File: src/rtl/adc_fmt_pkg.sv
package adc_fmt_pkg;

    typedef enum logic [1:0] {
        FMT_LEFT   = 2'b00,
        FMT_RIGHT  = 2'b01,
        FMT_SIGNED = 2'b10,
        FMT_TRUNC  = 2'b11
    } fmt_mode_e;

    localparam logic [1:0] ADDR_CTRL = 2'd0;
    localparam logic [1:0] ADDR_HI   = 2'd1;
    localparam logic [1:0] ADDR_LO   = 2'd2;
    localparam logic [1:0] ADDR_FMT  = 2'd3;

    typedef struct packed {
        logic      enable;
        logic      cont;
        logic      flag;
        logic      guard;
        fmt_mode_e mode;
    } ctl_state_t;

endpackage

File: src/rtl/adc_fmt_pack.sv
module adc_fmt_pack
    import adc_fmt_pkg::*;
#(
    parameter int RES_W  = 10,
    parameter int DATA_W = 8
) (
    input  logic [RES_W-1:0]  res,
    input  fmt_mode_e         mode,
    output logic [DATA_W-1:0] hi,
    output logic [DATA_W-1:0] lo
);
    localparam int XTRA = RES_W - DATA_W;
    localparam int PAD  = 2 * DATA_W - RES_W;

    logic [DATA_W-1:0] top_bits;
    logic [DATA_W-1:0] left_lo;
    logic [DATA_W-1:0] right_hi;

    assign top_bits = res[RES_W-1 -: DATA_W];
    assign left_lo  = {res[XTRA-1:0], {(DATA_W-XTRA){1'b0}}};
    assign right_hi = {{PAD{1'b0}}, res[RES_W-1:DATA_W]};

    always_comb begin
        hi = '0;
        lo = '0;
        unique case (mode)
            FMT_LEFT: begin
                hi = top_bits;
                lo = left_lo;
            end
            FMT_RIGHT: begin
                hi = right_hi;
                lo = res[DATA_W-1:0];
            end
            FMT_SIGNED: begin
                hi = {~top_bits[DATA_W-1], top_bits[DATA_W-2:0]};
                lo = left_lo;
            end
            FMT_TRUNC: begin
                hi = '0;
                lo = top_bits;
            end
            default: begin
                hi = '0;
                lo = '0;
            end
        endcase
    end
endmodule

File: src/rtl/adc_seq_ctrl.sv
module adc_seq_ctrl
    import adc_fmt_pkg::*;
(
    input  logic      clk,
    input  logic      rst,
    input  logic      wr_ctrl,
    input  logic      wr_fmt,
    input  logic [1:0] wbits,
    input  logic      rd_hi,
    input  logic      rd_lo,
    input  logic      conv_valid,
    output logic      store,
    output logic      enable,
    output logic      cont,
    output logic      flag,
    output logic      guard,
    output fmt_mode_e mode
);
    ctl_state_t st_d, st_q;

    always_comb begin
        store = conv_valid && st_q.enable && !st_q.guard && !rd_hi;
        st_d  = st_q;
        if (store && !st_q.cont) st_d.enable = 1'b0;
        if (wr_ctrl) begin
            st_d.enable = wbits[0];
            st_d.cont   = wbits[1];
        end
        if (wr_ctrl || rd_hi || rd_lo) st_d.flag = 1'b0;
        if (store) st_d.flag = 1'b1;
        if (rd_hi)      st_d.guard = 1'b1;
        else if (rd_lo) st_d.guard = 1'b0;
        if (wr_fmt) st_d.mode = fmt_mode_e'(wbits);
    end

    always_ff @(posedge clk) begin
        if (rst) st_q <= '{enable: 1'b0, cont: 1'b0, flag: 1'b0, guard: 1'b0, mode: FMT_LEFT};
        else     st_q <= st_d;
    end

    assign enable = st_q.enable;
    assign cont   = st_q.cont;
    assign flag   = st_q.flag;
    assign guard  = st_q.guard;
    assign mode   = st_q.mode;


    flag_set_chk: assert property (@(posedge clk) disable iff (rst)
        store |=> flag);


    flag_clr_chk: assert property (@(posedge clk) disable iff (rst)
        (wr_ctrl || rd_hi || rd_lo) && !store |=> !flag);


    single_stop_chk: assert property (@(posedge clk) disable iff (rst)
        store && !cont && !wr_ctrl |=> !enable);
endmodule

File: src/rtl/adc_result_if.sv
module adc_result_if
    import adc_fmt_pkg::*;
#(
    parameter int RES_W  = 10,
    parameter int DATA_W = 8
) (
    input  logic              clk,
    input  logic              rst,
    input  logic [1:0]        bus_addr,
    input  logic              bus_wr,
    input  logic              bus_rd,
    input  logic [DATA_W-1:0] bus_wdata,
    output logic [DATA_W-1:0] bus_rdata,
    input  logic              conv_valid,
    input  logic [RES_W-1:0]  conv_data,
    output logic              conv_run
);
    typedef struct packed {
        logic [DATA_W-1:0] hi;
        logic [DATA_W-1:0] lo;
    } data_regs_t;

    data_regs_t dr_d, dr_q;

    logic              wr_ctrl, wr_fmt, rd_hi, rd_lo;
    logic              store, enable, cont, flag, guard;
    fmt_mode_e         mode;
    logic [DATA_W-1:0] fmt_hi, fmt_lo;
    logic              unused_wbits;

    assign wr_ctrl = bus_wr && (bus_addr == ADDR_CTRL);
    assign wr_fmt  = bus_wr && (bus_addr == ADDR_FMT);
    assign rd_hi   = bus_rd && (bus_addr == ADDR_HI);
    assign rd_lo   = bus_rd && (bus_addr == ADDR_LO);
    assign unused_wbits = ^bus_wdata[DATA_W-1:2];

    adc_seq_ctrl u_ctrl (
        .clk        (clk),
        .rst        (rst),
        .wr_ctrl    (wr_ctrl),
        .wr_fmt     (wr_fmt),
        .wbits      (bus_wdata[1:0]),
        .rd_hi      (rd_hi),
        .rd_lo      (rd_lo),
        .conv_valid (conv_valid),
        .store      (store),
        .enable     (enable),
        .cont       (cont),
        .flag       (flag),
        .guard      (guard),
        .mode       (mode)
    );

    adc_fmt_pack #(.RES_W(RES_W), .DATA_W(DATA_W)) u_pack (
        .res  (conv_data),
        .mode (mode),
        .hi   (fmt_hi),
        .lo   (fmt_lo)
    );

    always_comb begin
        dr_d = dr_q;
        if (store) begin
            dr_d.hi = fmt_hi;
            dr_d.lo = fmt_lo;
        end
    end

    always_ff @(posedge clk) begin
        if (rst) dr_q <= '0;
        else     dr_q <= dr_d;
    end

    always_comb begin
        unique case (bus_addr)
            ADDR_CTRL: bus_rdata = {flag, {(DATA_W-3){1'b0}}, cont, enable};
            ADDR_HI:   bus_rdata = dr_q.hi;
            ADDR_LO:   bus_rdata = dr_q.lo;
            default:   bus_rdata = {{(DATA_W-2){1'b0}}, mode};
        endcase
    end

    assign conv_run = enable;


    guard_hold_chk: assert property (@(posedge clk) disable iff (rst)
        guard |=> $stable(dr_q));


    idle_hold_chk: assert property (@(posedge clk) disable iff (rst)
        !conv_run |=> $stable(dr_q));


    signed_msb_chk: assert property (@(posedge clk) disable iff (rst)
        store && mode == FMT_SIGNED |=> dr_q.hi[DATA_W-1] != $past(conv_data[RES_W-1]));


    trunc_hi_chk: assert property (@(posedge clk) disable iff (rst)
        store && mode == FMT_TRUNC |=> dr_q.hi == '0);
endmodule

File: config.mk
export PLATFORM = sky130hd
export DESIGN_NAME = adc_result_if
export DESIGN_NICKNAME = d
export VERILOG_FILES = /design/src/rtl/adc_fmt_pkg.sv /design/src/rtl/adc_fmt_pack.sv /design/src/rtl/adc_seq_ctrl.sv /design/src/rtl/adc_result_if.sv
export SDC_FILE = /design/constraint.sdc
export NUM_CORES = 1
export LEC_CHECK = 0
export ABC_AREA = 1
export BUFFER_PORTS_ARGS = -buffer_cell sky130_fd_sc_hd__buf_2
export CORE_MARGIN = 1
export CORE_UTILIZATION = 55
export CTS_CLUSTER_DIAMETER = 30
export CTS_CLUSTER_SIZE = 12
export DETAILED_ROUTE_END_ITERATION = 10
export PLACE_DENSITY = 0.82
export SETUP_SLACK_MARGIN = 0.3
export SYNTH_ARGS = -nofsm -noshare
export SYNTH_HDL_FRONTEND = slang
export SYNTH_HIERARCHICAL = 1
export SYNTH_SLANG_ARGS = --single-unit
File: constraint.sdc
create_clock -name clk -period 2.6 [get_ports clk]
set_clock_uncertainty 0.05 [all_clocks]
set_input_delay 0.26 -clock clk [delete_from_list [all_inputs] [get_ports clk]]
set_output_delay 0.26 -clock clk [all_outputs]
set_load 0.02 [all_outputs]
==> impl_metrics.sql, run 1 <==
INSERT INTO impl_metrics (metric_group, metric, value, unit) VALUES
('floorplan', 'core_region_area', '2255', 'µm²'),
('clock_network', 'postCtsResizedCells', '0', ''),
('sta', 'tightestPinTransition', '0.6301', 'ns'),
('critical_path', 'path_delay_family', 'buffers and inverters', ''),
('clock_network', 'tritoncts_num_sinks', '22', ''),
('floorplan', 'initial_core_util', '58.93', '%'),
('pwr', 'sequentialPowerShare', '49.8', '%'),
('cells_and_area', 'drive_above_1_share', '27.27', '%'),
('route', 'drt-vias-per-instance', '5.000', ''),
('cells_and_area', 'area_growth', '10.55', '%'),
('synthesis', 'synth.distinct_cells', '22', ''),
('floorplan', 'num_rows', '17', ''),
('placed_design', 'postPlaceCellArea', '1416', 'µm²'),
('route', 'route.detailed.drc', '0', ''),
('sta', 'setup_tns', '0', 'ns'),
('worst_hold_path', 'count_of_cells_along_the_worst_hold_path', '3', ''),
('pwr', 'switching_share', '24.82', '%'),
('worst_hold_path', 'hp-class', 'in -> reg', ''),
('synthesis', 'synthesis.area', '1329', 'µm²'),
('floorplan', 'design.die.area', '2616', 'µm²'),
('grt', 'grt_busiest_layer', 'met2', ''),
('critical_path', 'critical-path-slowest-cell', 'sky130_fd_sc_hd__nor3_1', ''),
('clock_network', 'ctsHtreeMaxLevel', '1', ''),
('sta', 'timing.final.crit_share', '64.09', '%'),
('route', 'total_number_of_vias', '1240', ''),
('pwr', 'ir_worst_vdd', '0.0003095', 'V'),
('status', 'status', 'finished, final reports clean', ''),
('sta', 'worst_slack', '0.9336', 'ns'),
('clock_network', 'path_clk_slew', '0.11', 'ns'),
('clock_network', 'ctsHoldBuffers', '0', ''),
('grt', 'globalRouteMet1Util', '30.95', '%'),
('grt', 'global_route.usage.met2', '39.69', '%'),
('clock_network', 'numCtsBuffers', '3', ''),
('pwr', 'net-switching-power', '175.9', 'µW'),
('grt', 'grt_start_max_net_pins', '20', ''),
('synthesis', 'synthesis.yosys.warnings', '6', ''),
('route', 'final_antenna_net_count', '0', ''),
('floorplan', 'floorplan.die.height', '51.15', 'µm'),
('route', 'drt_iter0_drc', '21', ''),
('sta', 'maxSlewViolCount', '0', ''),
('synthesis', 'synth_seq_area_share', '33.15', '%'),
('critical_path', 'crit_path_cell_trace', 'buf_2 -> inv_4 -> nor3_1 -> nor2_2 -> nand2_1 -> inv_1 -> inv_8 -> nand2_1 -> a21oi_1', ''),
('synthesis', 'synthCells', '197', ''),
('cells_and_area', 'ant_diodes', '0', ''),
('grt', 'first_global_vias', '1090', ''),
('cells_and_area', 'mostFrequentLayoutCells', 'sky130_fd_sc_hd__nand2_1, sky130_fd_sc_hd__buf_2, sky130_fd_sc_hd__dfxtp_1', ''),
('sta', 'final_hold_viol_count', '0', ''),
('job', 'drv.max_cap_violation_count', '0', ''),
('route', 'totalWireLength', '2.679', 'mm'),
('clock_network', 'cts_tree', 'yes', ''),
('floorplan', 'top_level_ports', '34', ''),
('placed_design', 'place.port_buffers', '27', ''),
('worst_hold_path', 'worstHoldEndpoint', 'u_ctrl/mode[1]', ''),
('grt', 'grtUsageMet3', '3.571', '%'),
('placed_design', 'hpwl', '1.998', 'mm'),
('critical_path', 'cpMostUsedCell', 'sky130_fd_sc_hd__nand2_1', ''),
('critical_path', 'critPathRequiredTime', '2.80', 'ns'),
('sta', 'grt_setup_unrepaired', 'no', ''),
('grt', 'grt_pass1_wl', '4.650', 'mm'),
('clock_network', 'ctsRootBufferMaster', 'sky130_fd_sc_hd__clkbuf_4', ''),
('placed_design', 'preCtsSetupSlack', '0.6551', 'ns'),
('synthesis', 'yosys_register_bits', '22', ''),
('critical_path', 'timing.rr.start', 'u_ctrl/mode[0]', ''),
('cells_and_area', 'final_area', '1469', 'µm²'),
('route', 'wire_per_inst', '10.80', 'µm'),
('cells_and_area', 'mostFrequentLayoutCell', 'sky130_fd_sc_hd__nand2_1', ''),
('placed_design', 'gp_routability_congestion', '0.7788', ''),
('clock_network', 'postCtsSetupRepairBufs', '0', ''),
('critical_path', 'critical_path_buf_inv_count', '4', ''),
('critical_path', 'critical-path-max-stage-delay', '0.37', 'ns'),
('critical_path', 'timing.critical_path.fanout_max', '17', '');
power groups by stage:
stage                     combinational [µW]  clock, µW  sequential (µW)
after floorplan                         71.4          0              358
after global placement                  92.7          0              361
after global routing                     106        278              355
after CTS                               93.6        267              353
after detailed placement                93.2          0              361
final                                   93.6        262              353
worst register-to-register path: cells and delay by family (launching register included):
kind | cells | cell delay, ns
flops | 1 | 0.61
buf+inv | 1 | 0.24
simple gates | 4 | 0.45
compound gates | 1 | 0.17
cell usage after synthesis:
cell type | count | area [µm²]
sky130_fd_sc_hd__clkbuf_2 | 1 | 5.000
sky130_fd_sc_hd__a21oi_2 | 10 | 87.58
sky130_fd_sc_hd__nor2_4 | 1 | 11.26
sky130_fd_sc_hd__inv_2 | 1 | 3.750
sky130_fd_sc_hd__nand4_1 | 2 | 12.51
sky130_fd_sc_hd__nor2_1 | 14 | 52.55
sky130_fd_sc_hd__buf_12 | 1 | 20.02
sky130_fd_sc_hd__o21ai_0 | 4 | 20.02
sky130_fd_sc_hd__nor2_2 | 1 | 6.260
sky130_fd_sc_hd__nand3_1 | 15 | 75.07
sky130_fd_sc_hd__dfxtp_1 | 22 | 440.4
sky130_fd_sc_hd__buf_6 | 4 | 45.04
sky130_fd_sc_hd__inv_4 | 2 | 12.51
sky130_fd_sc_hd__inv_1 | 16 | 60.06
sky130_fd_sc_hd__inv_8 | 1 | 11.26
sky130_fd_sc_hd__nand2_1 | 73 | 274.0
sky130_fd_sc_hd__nor3_1 | 4 | 20.02
sky130_fd_sc_hd__nand2_2 | 11 | 68.82
sky130_fd_sc_hd__nor2_8 | 2 | 40.04
sky130_fd_sc_hd__buf_2 | 1 | 5.000
sky130_fd_sc_hd__a21oi_1 | 10 | 50.05
sky130_fd_sc_hd__clkbuf_4 | 1 | 7.510
worst max path at each step:
stage / slack [ns] / to / depth (start not counted)
after floorplan: 1.10 / dr_q[0] / 11
after global placement: 0.67 / dr_q[5] / 9
after detailed placement: 0.66 / dr_q[3] / 9
after CTS: 0.95 / bus_rdata[0] / 3
after global routing: 0.73 / dr_q[9] / 9
final: 0.93 / dr_q[9] / 9
state kept, by name, summed over array words and instances, names as in the netlist:
| name | count |
|---|---|
| dr_q | 16 |
| u_ctrl/mode | 2 |
| u_ctrl/cont | 1 |
| u_ctrl/enable | 1 |
| u_ctrl/flag | 1 |
| u_ctrl/guard | 1 |
through the flow:
step,cells,utilization (%),power [µW]
after floorplan,197,-,429.8
after global placement,244,62.82,453.6
after detailed placement,244,62.82,454.2
after CTS,248,65.15,713.8
after global routing,248,65.15,739.5
final,248,65.15,708.9
cells by family (layout without fill, tap and decap cells):
family                 count (synthesis)  count (layout)  synth area share, %
buffers and inverters                 28              51                12.81
AOI/OAI and AO/OA                     24              24                11.86
and+or+nand+nor                      123             123                42.18
DFF                                   22              22                33.14
routing by layer:
metal | up-vias | part of all wire [%]
met5 | - | 0
met2 | 37 | 45
met4 | 0 | 2.4
met3 | 5 | 4.9
li1 | 664 | -
met1 | 534 | 47
area by class of cell:
| type | count | area [µm²] |
|---|---|---|
| clock buffers | 3 | 22.52 |
| clock inverters | 1 | 30.03 |
| fillers | 231 | 785.8 |
| inverters | 20 | 87.58 |
| multi-input cells | 147 | 718.2 |
| flip-flops and latches | 22 | 440.4 |
| well taps | 28 | 35.03 |
| repair buffers | 27 | 135.1 |
(Power assumes the default switching activity.)
==> run 2, diff against run 1 <==
CORE_UTILIZATION = 52   (was 55)
PLACE_DENSITY = 0.79   (was 0.82)
clock period = 1.6 ns   (was 2.6 ns; I/O delays follow)
==> run 2 against run 1 <==
Compared with the run above: clock power rose by 17%; first-iteration DRC count is 29% higher; via count up 3.1%; sequential cell count unchanged; combinational power up 88%.
==> impl_metrics.sql, run 2 (synthesis gave the netlist of run 1 again) <==
INSERT INTO impl_metrics (metric_group, metric, value, unit) VALUES
('status', 'status', 'finished, final reports clean', ''),
('clock_network', 'path_clk_slew', '0.12', 'ns'),
('placed_design', 'postPlaceCellArea', '1478', 'µm²'),
('grt', 'grt_start_max_net_pins', '19', ''),
('sta', 'finalWorstPathRequiredPeriod', '1.245', 'ns'),
('pwr', 'power.density_cell_area', '687.0', 'nW/µm²'),
('clock_network', 'numCtsBuffers', '3', ''),
('placed_design', 'preCtsSetupSlack', '0.2570', 'ns'),
('floorplan', 'design.die.area', '2762', 'µm²'),
('sta', 'maxClockFrequency', '803.0', 'MHz'),
('cells_and_area', 'num-fill-cells', '216', ''),
('route', 'drt-pass1-iter-count', '4', ''),
('pwr', 'ir_worst_vdd', '0.0005104', 'V'),
('critical_path', 'critical-path-max-stage-delay', '0.37', 'ns'),
('critical_path', 'setup.worst_path.start_class', 'flop', ''),
('sta', 'maxSlewViolCount', '0', ''),
('clock_network', 'ctsHoldBuffers', '0', ''),
('critical_path', 'critPathRequiredTime', '1.39', 'ns'),
('grt', 'grt_usage', '23.74', '%'),
('critical_path', 'critical-path-slowest-cell', 'sky130_fd_sc_hd__dfxtp_1', ''),
('sta', 'worst_slew_slack_as_a_fraction_of_its_limit', '73.31', '%'),
('worst_hold_path', 'hp-class', 'in -> reg', ''),
('sta', 'worst_slack', '0.3547', 'ns'),
('pwr', 'static-leakage-power', '0.0007159', 'µW'),
('cells_and_area', 'finalNetCount', '252', ''),
('floorplan', 'num_rows', '17', ''),
('cells_and_area', 'largest-register', 'dr_q', ''),
('critical_path', 'crit_path_cell_trace', 'nand3_1 -> nand4_1 -> buf_2', ''),
('placed_design', 'hpwl', '2.133', 'mm'),
('critical_path', 'critical_path_arrival', '1.04', 'ns'),
('critical_path', 'worst_flop_to_flop_path_endpoint', 'dr_q[2]', ''),
('route', 'route.detailed.drc', '0', ''),
('critical_path', 'critPathCaptureType', 'output port', ''),
('floorplan', 'initial_core_util', '57.31', '%'),
('clock_network', 'ctsHtreeMaxLevel', '1', ''),
('critical_path', 'timing.rr.start', 'u_ctrl/mode[1]', ''),
('job', 'drv.max_cap_violation_count', '0', ''),
('floorplan', 'die_w', '52.55', 'µm'),
('floorplan', 'core_region_area', '2318', 'µm²'),
('route', 'drt-vias-per-instance', '5.035', ''),
('route', 'total_number_of_vias', '1279', ''),
('grt', 'first_global_vias', '1079', ''),
('sta', 'final_setup_fails', '0', ''),
('clock_network', 'tritoncts_num_sinks', '22', ''),
('route', 'drt_iter0_drc', '27', ''),
('sta', 'tightestPinTransition', '0.3973', 'ns'),
('floorplan', 'top_level_ports', '34', ''),
('cells_and_area', 'largest_register_ffs', '16', ''),
('clock_network', 'cts_tree', 'yes', ''),
('clock_network', 'clock_latency', '0.30', 'ns'),
('floorplan', 'floorplan.die.height', '52.55', 'µm'),
('sta', 'timing.final.crit_share', '77.83', '%'),
('sta', 'setup_tns', '0', 'ns'),
('grt', 'antenna_violations_before_repair', '0', ''),
('critical_path', 'timing.critical_path.fanout_max', '2', ''),
('cells_and_area', 'mostFrequentLayoutCells', 'sky130_fd_sc_hd__nand2_1, sky130_fd_sc_hd__buf_2, sky130_fd_sc_hd__dfxtp_1', ''),
('cells_and_area', 'drive_above_1_share', '30.97', '%'),
('grt', 'grt_pass1_wl', '4.809', 'mm'),
('cells_and_area', 'ant_diodes', '0', ''),
('clock_network', 'ctsRootBufferMaster', 'sky130_fd_sc_hd__clkbuf_4', ''),
('cells_and_area', 'mostFrequentLayoutCell', 'sky130_fd_sc_hd__nand2_1', ''),
('clock_network', 'max-clock-path-buffers', '2', ''),
('grt', 'grt.overflow.total', '0', ''),
('route', 'wire_per_inst', '11.14', 'µm'),
('critical_path', 'ff2ff_setup_slack', '0.41', 'ns'),
('critical_path', 'timing.critical_path.from', 'dr_q[0]', ''),
('critical_path', 'setup.worst_path.class', 'reg -> out', ''),
('placed_design', 'place.port_buffers', '27', ''),
('critical_path', 'worst_setup_path_endpoint', 'bus_rdata[0]', ''),
('sta', 'grt_setup_unrepaired', 'yes', ''),
('pwr', 'final_power', '1050', 'µW'),
('cells_and_area', 'final_area', '1528', 'µm²'),
('placed_design', 'gp_routability_congestion', '0.8365', ''),
('cells_and_area', 'area_growth', '14.97', '%'),
('critical_path', 'worst-r2r-cell-count', '6', ''),
('route', 'final_antenna_net_count', '0', ''),
('sta', 'final_hold_viol_count', '0', ''),
('route', 'totalWireLength', '2.829', 'mm');
==> run 2: cell types whose count changed in the layout (fill, tap and decap cells not counted) <==
cell,before,now
sky130_fd_sc_hd__dfxtp_4,0,1
sky130_fd_sc_hd__clkbuf_8,0,1
sky130_fd_sc_hd__nor3_4,0,1
sky130_fd_sc_hd__buf_4,0,5
sky130_fd_sc_hd__dfxtp_1,22,19
sky130_fd_sc_hd__dfxtp_2,0,2
sky130_fd_sc_hd__buf_12,0,1
sky130_fd_sc_hd__bufinv_16,1,0
sky130_fd_sc_hd__nor3_1,4,3
==> run 2: critical path: cells and delay by family (launching register included) <==
| family | cells | cell delay [ns] |
|---|---|---|
| AND/OR/NAND/NOR | 2 | 0.19 |
| buffers and inverters | 1 | 0.17 |
| flip-flops | 1 | 0.37 |
==> run 2: layer usage <==
| layer | global-route usage, % | part of all wire (%) |
|---|---|---|
| met1 | 33.63 | 53 |
| met2 | 36.71 | 42 |
| met3 | 2.899 | 3.8 |
| met4 | 8.333 | 1.4 |
| met5 | 0 | 0 |
==> run 2: final cells by class <==
| cell class | count | area (µm²) | area share, % |
|---|---|---|---|
| Sequential cell | 22 | 446.7 | 29.24 |
| Timing Repair Buffer | 33 | 192.7 | 12.61 |
| Inverter | 20 | 87.58 | 5.733 |
| Tap cell | 28 | 35.03 | 2.293 |
| Multi-Input combinational cell | 147 | 729.5 | 47.75 |
| Clock buffer | 4 | 36.28 | 2.375 |
==> run 2: stage by stage <==
stage | instances | hold WS, ns | utilization (%)
2_1_floorplan | 197 | 0.1791 | -
3_3_place_gp | 249 | 0.3515 | 63.73
3_5_place_dp | 249 | 0.3566 | 63.73
4_1_cts | 254 | 0.03348 | 65.79
5_1_grt | 254 | 0.03440 | 65.89
6_report | 254 | 0.03689 | 65.89
==> run 2: report_power, final <==
group / switching (µW) / internal (µW)
clock: 167 / 139
combinational: 111 / 64.3
sequential: 8.51 / 560
total: 287 / 763
==> run 2: worst min-delay path by stage <==
| stage | cells after the start | start | slack, ns | endpoint |
|---|---|---|---|---|
| floorplan | 1 | rst | 0.18 | u_ctrl/flag |
| global placement | 3 | bus_wdata[0] | 0.35 | u_ctrl/mode[0] |
| detailed placement | 3 | bus_wdata[1] | 0.36 | u_ctrl/mode[1] |
| CTS | 3 | bus_wdata[1] | 0.03 | u_ctrl/mode[1] |
| global route | 3 | bus_wdata[1] | 0.03 | u_ctrl/mode[1] |
| finish | 3 | bus_wdata[1] | 0.04 | u_ctrl/mode[1] |
==> run 2: timing repair <==
action                     CTS  global route
setup endpoints to repair    1            13
gates cloned                 0             0
hold endpoints to repair     0             0
gates resized for setup      2             2
setup buffers                1             0
==> run 3, diff against run 2 <==
clock period = 1.2 ns   (was 1.6 ns; I/O delays follow)
==> run 3 against run 2 <==
Compared with the run above: the run now ends with setup timing left; largest power group unchanged; total power is 52% higher; clock power is 47% higher; die area stayed put; register-to-register slack worse by 0.55 ns; sequential cell count stayed put; combinational power is 120% higher; critical path depth is 4 higher; utilization is 25 points higher; clock-buffer cell count stayed put; design area is 37% higher; routed wire length is 97% higher; global-route usage is 12 points higher; critical endpoint is now dr_q[4].
==> impl_metrics.sql, run 3 (synthesis gave the netlist of run 1 again) <==
INSERT INTO impl_metrics (metric_group, metric, value, unit) VALUES
('pwr', 'sequentialPowerShare', '47.6', '%'),
('clock_network', 'ctsRootBufferMaster', 'sky130_fd_sc_hd__clkbuf_4', ''),
('pwr', 'power.internal', '1086', 'µW'),
('critical_path', 'setup.worst_path.class', 'reg -> reg', ''),
('floorplan', 'num_rows', '17', ''),
('status', 'failed_checks', 'setup timing', ''),
('pwr', 'power_frac_comb', '24.3', '%'),
('placed_design', 'place.port_buffers', '27', ''),
('pwr', 'ir_worst_vdd', '0.001122', 'V'),
('clock_network', 'numCtsBuffers', '3', ''),
('grt', 'grt_usage', '36.13', '%'),
('status', 'status', 'finished, violations left', ''),
('critical_path', 'critPathCaptureType', 'flop', ''),
('critical_path', 'setup.worst_path.start_class', 'flop', ''),
('pwr', 'net-switching-power', '511.7', 'µW'),
('cells_and_area', 'finalNetCount', '281', ''),
('route', 'drt-pass1-iter-count', '4', ''),
('cells_and_area', 'mostFrequentLayoutCell', 'sky130_fd_sc_hd__nand2_1', ''),
('pwr', 'static-leakage-power', '0.0009524', 'µW'),
('clock_network', 'cts_tree', 'yes', ''),
('clock_network', 'max-clock-path-buffers', '2', ''),
('floorplan', 'floorplan.die.height', '52.55', 'µm'),
('pwr', 'switching_share', '32.02', '%'),
('cells_and_area', 'mostFrequentLayoutCells', 'sky130_fd_sc_hd__nand2_1, sky130_fd_sc_hd__buf_4, sky130_fd_sc_hd__nand2_2', ''),
('route', 'drt-vias-per-instance', '6.018', ''),
('floorplan', 'core_region_area', '2318', 'µm²'),
('floorplan', 'die_w', '52.55', 'µm'),
('grt', 'grt.overflow.total', '0', ''),
('sta', 'tightestPinTransition', '0.2744', 'ns'),
('cells_and_area', 'ant_diodes', '0', ''),
('sta', 'finalWorstPathRequiredPeriod', '1.338', 'ns'),
('pwr', 'final_power', '1598', 'µW'),
('route', 'totalWireLength', '5.581', 'mm'),
('grt', 'grt_pass1_wl', '6.955', 'mm'),
('sta', 'setup_tns', '-0.8601', 'ns'),
('critical_path', 'critical_path_arrival', '1.56', 'ns'),
('critical_path', 'critPathRequiredTime', '1.43', 'ns'),
('pwr', 'clockPowerShare', '28.2', '%'),
('cells_and_area', 'largest_register_ffs', '16', ''),
('cells_and_area', 'area_growth', '57.91', '%'),
('clock_network', 'tritoncts_num_sinks', '22', ''),
('grt', 'antenna_violations_before_repair', '0', ''),
('sta', 'final_setup_fails', '17', ''),
('worst_hold_path', 'hp-class', 'in -> reg', ''),
('cells_and_area', 'num-fill-cells', '101', ''),
('floorplan', 'top_level_ports', '34', ''),
('floorplan', 'initial_core_util', '57.31', '%'),
('critical_path', 'timing.critical_path.fanout_max', '8', ''),
('route', 'drt_iter0_drc', '109', ''),
('sta', 'maxClockFrequency', '747.5', 'MHz'),
('route', 'final_antenna_net_count', '0', ''),
('route', 'wire_per_inst', '19.72', 'µm'),
('pwr', 'power.density_cell_area', '761.7', 'nW/µm²'),
('sta', 'worst_slew_slack_as_a_fraction_of_its_limit', '81.64', '%'),
('sta', 'maxSlewViolCount', '0', ''),
('cells_and_area', 'largest-register', 'dr_q', ''),
('sta', 'final_hold_viol_count', '0', ''),
('clock_network', 'path_clk_slew', '0.13', 'ns'),
('placed_design', 'dpl.cell_count', '255', ''),
('clock_network', 'clock_latency', '0.33', 'ns'),
('cells_and_area', 'drive_above_1_share', '58.04', '%'),
('floorplan', 'design.die.area', '2762', 'µm²'),
('sta', 'timing.final.crit_share', '111.5', '%'),
('placed_design', 'gp_routability_congestion', '0.8659', ''),
('route', 'route.detailed.drc', '0', ''),
('clock_network', 'ctsHtreeMaxLevel', '1', ''),
('route', 'total_number_of_vias', '1703', ''),
('placed_design', 'hpwl', '2.252', 'mm'),
('job', 'drv.max_cap_violation_count', '0', ''),
('grt', 'grt_start_max_net_pins', '17', ''),
('sta', 'worst_slack', '-0.1378', 'ns'),
('cells_and_area', 'stdcell_count', '283', ''),
('sta', 'grt_setup_unrepaired', 'yes', ''),
('grt', 'first_global_vias', '1544', '');
-- run 3: layer usage --
layer  global-route usage, %  vias to the layer above  share of wire, %
met3                   9.275                       42                10
li1                        -                      738                 -
met5                       0                        -                 0
met2                   60.97                      138                47
met1                   41.87                      785                37
met4                   17.54                        0               5.6
-- run 3: final timing paths --
path	start	end	slack (ns)	cells after the start
min reg2reg	dr_q[5]	dr_q[5]	0.43	2
min	rst	u_ctrl/cont	0.09	4
max reg2reg	u_ctrl/mode[0]	dr_q[4]	-0.14	7
max	u_ctrl/mode[0]	dr_q[4]	-0.14	7
-- run 3: layout make-up --
type	count	area (µm²)	area share, %
timing repair buffer	61	529.3	25.22
clock buffer	4	36.28	1.729
inverter	20	106.4	5.069
multi-input combinational	147	903.4	43.05
sequential	22	471.7	22.48
tap	28	35.03	1.670
timing repair inverter	1	16.27	0.7752
-- run 3: stage by stage --
| stage | hold slack [ns] | area [µm²] | utilization (%) | setup WS, ns |
|---|---|---|---|---|
| after CTS | 0.005741 | 1948 | 84.03 | -0.07911 |
| after global placement | 0.2819 | 1533 | 66.11 | -0.001170 |
| final | 0.09467 | 2098 | 90.50 | -0.1378 |
| after global routing | 0.1022 | 2098 | 90.50 | -0.1412 |
| after detailed placement | 0.2868 | 1533 | 66.11 | -0.04587 |
| after floorplan | 0.1391 | 1363 | - | 0.02651 |
-- run 3: worst max-delay path, stage by stage (launching register included) --
cell	delay, ns
sky130_fd_sc_hd__dfxtp_4	0.37
sky130_fd_sc_hd__buf_4	0.15
sky130_fd_sc_hd__inv_4	0.05
sky130_fd_sc_hd__nor2_4	0.18
sky130_fd_sc_hd__nand2_1	0.13
sky130_fd_sc_hd__nand2_1	0.12
sky130_fd_sc_hd__nand2_1	0.09
sky130_fd_sc_hd__a21oi_2	0.14
-- run 3: power by group through the flow --
stage	sequential, µW	combinational (µW)	clock (µW)
6_report	760	388	450
5_1_grt	762	403	474
4_1_cts	756	311	415
3_5_place_dp	779	242	0
3_3_place_gp	778	235	0
2_1_floorplan	776	165	0
-- run 3: repair_timing --
| action | in CTS | in global routing |
|---|---|---|
| pin swaps | 18 | 20 |
| endpoints found under the hold margin | 3 | 1 |
| cloned | 3 | 0 |
| gates resized for setup | 74 | 31 |
| buffers inserted | 13 | 5 |
| setup endpoints to repair | 26 | 30 |
| hold buffers | 2 | 1 |
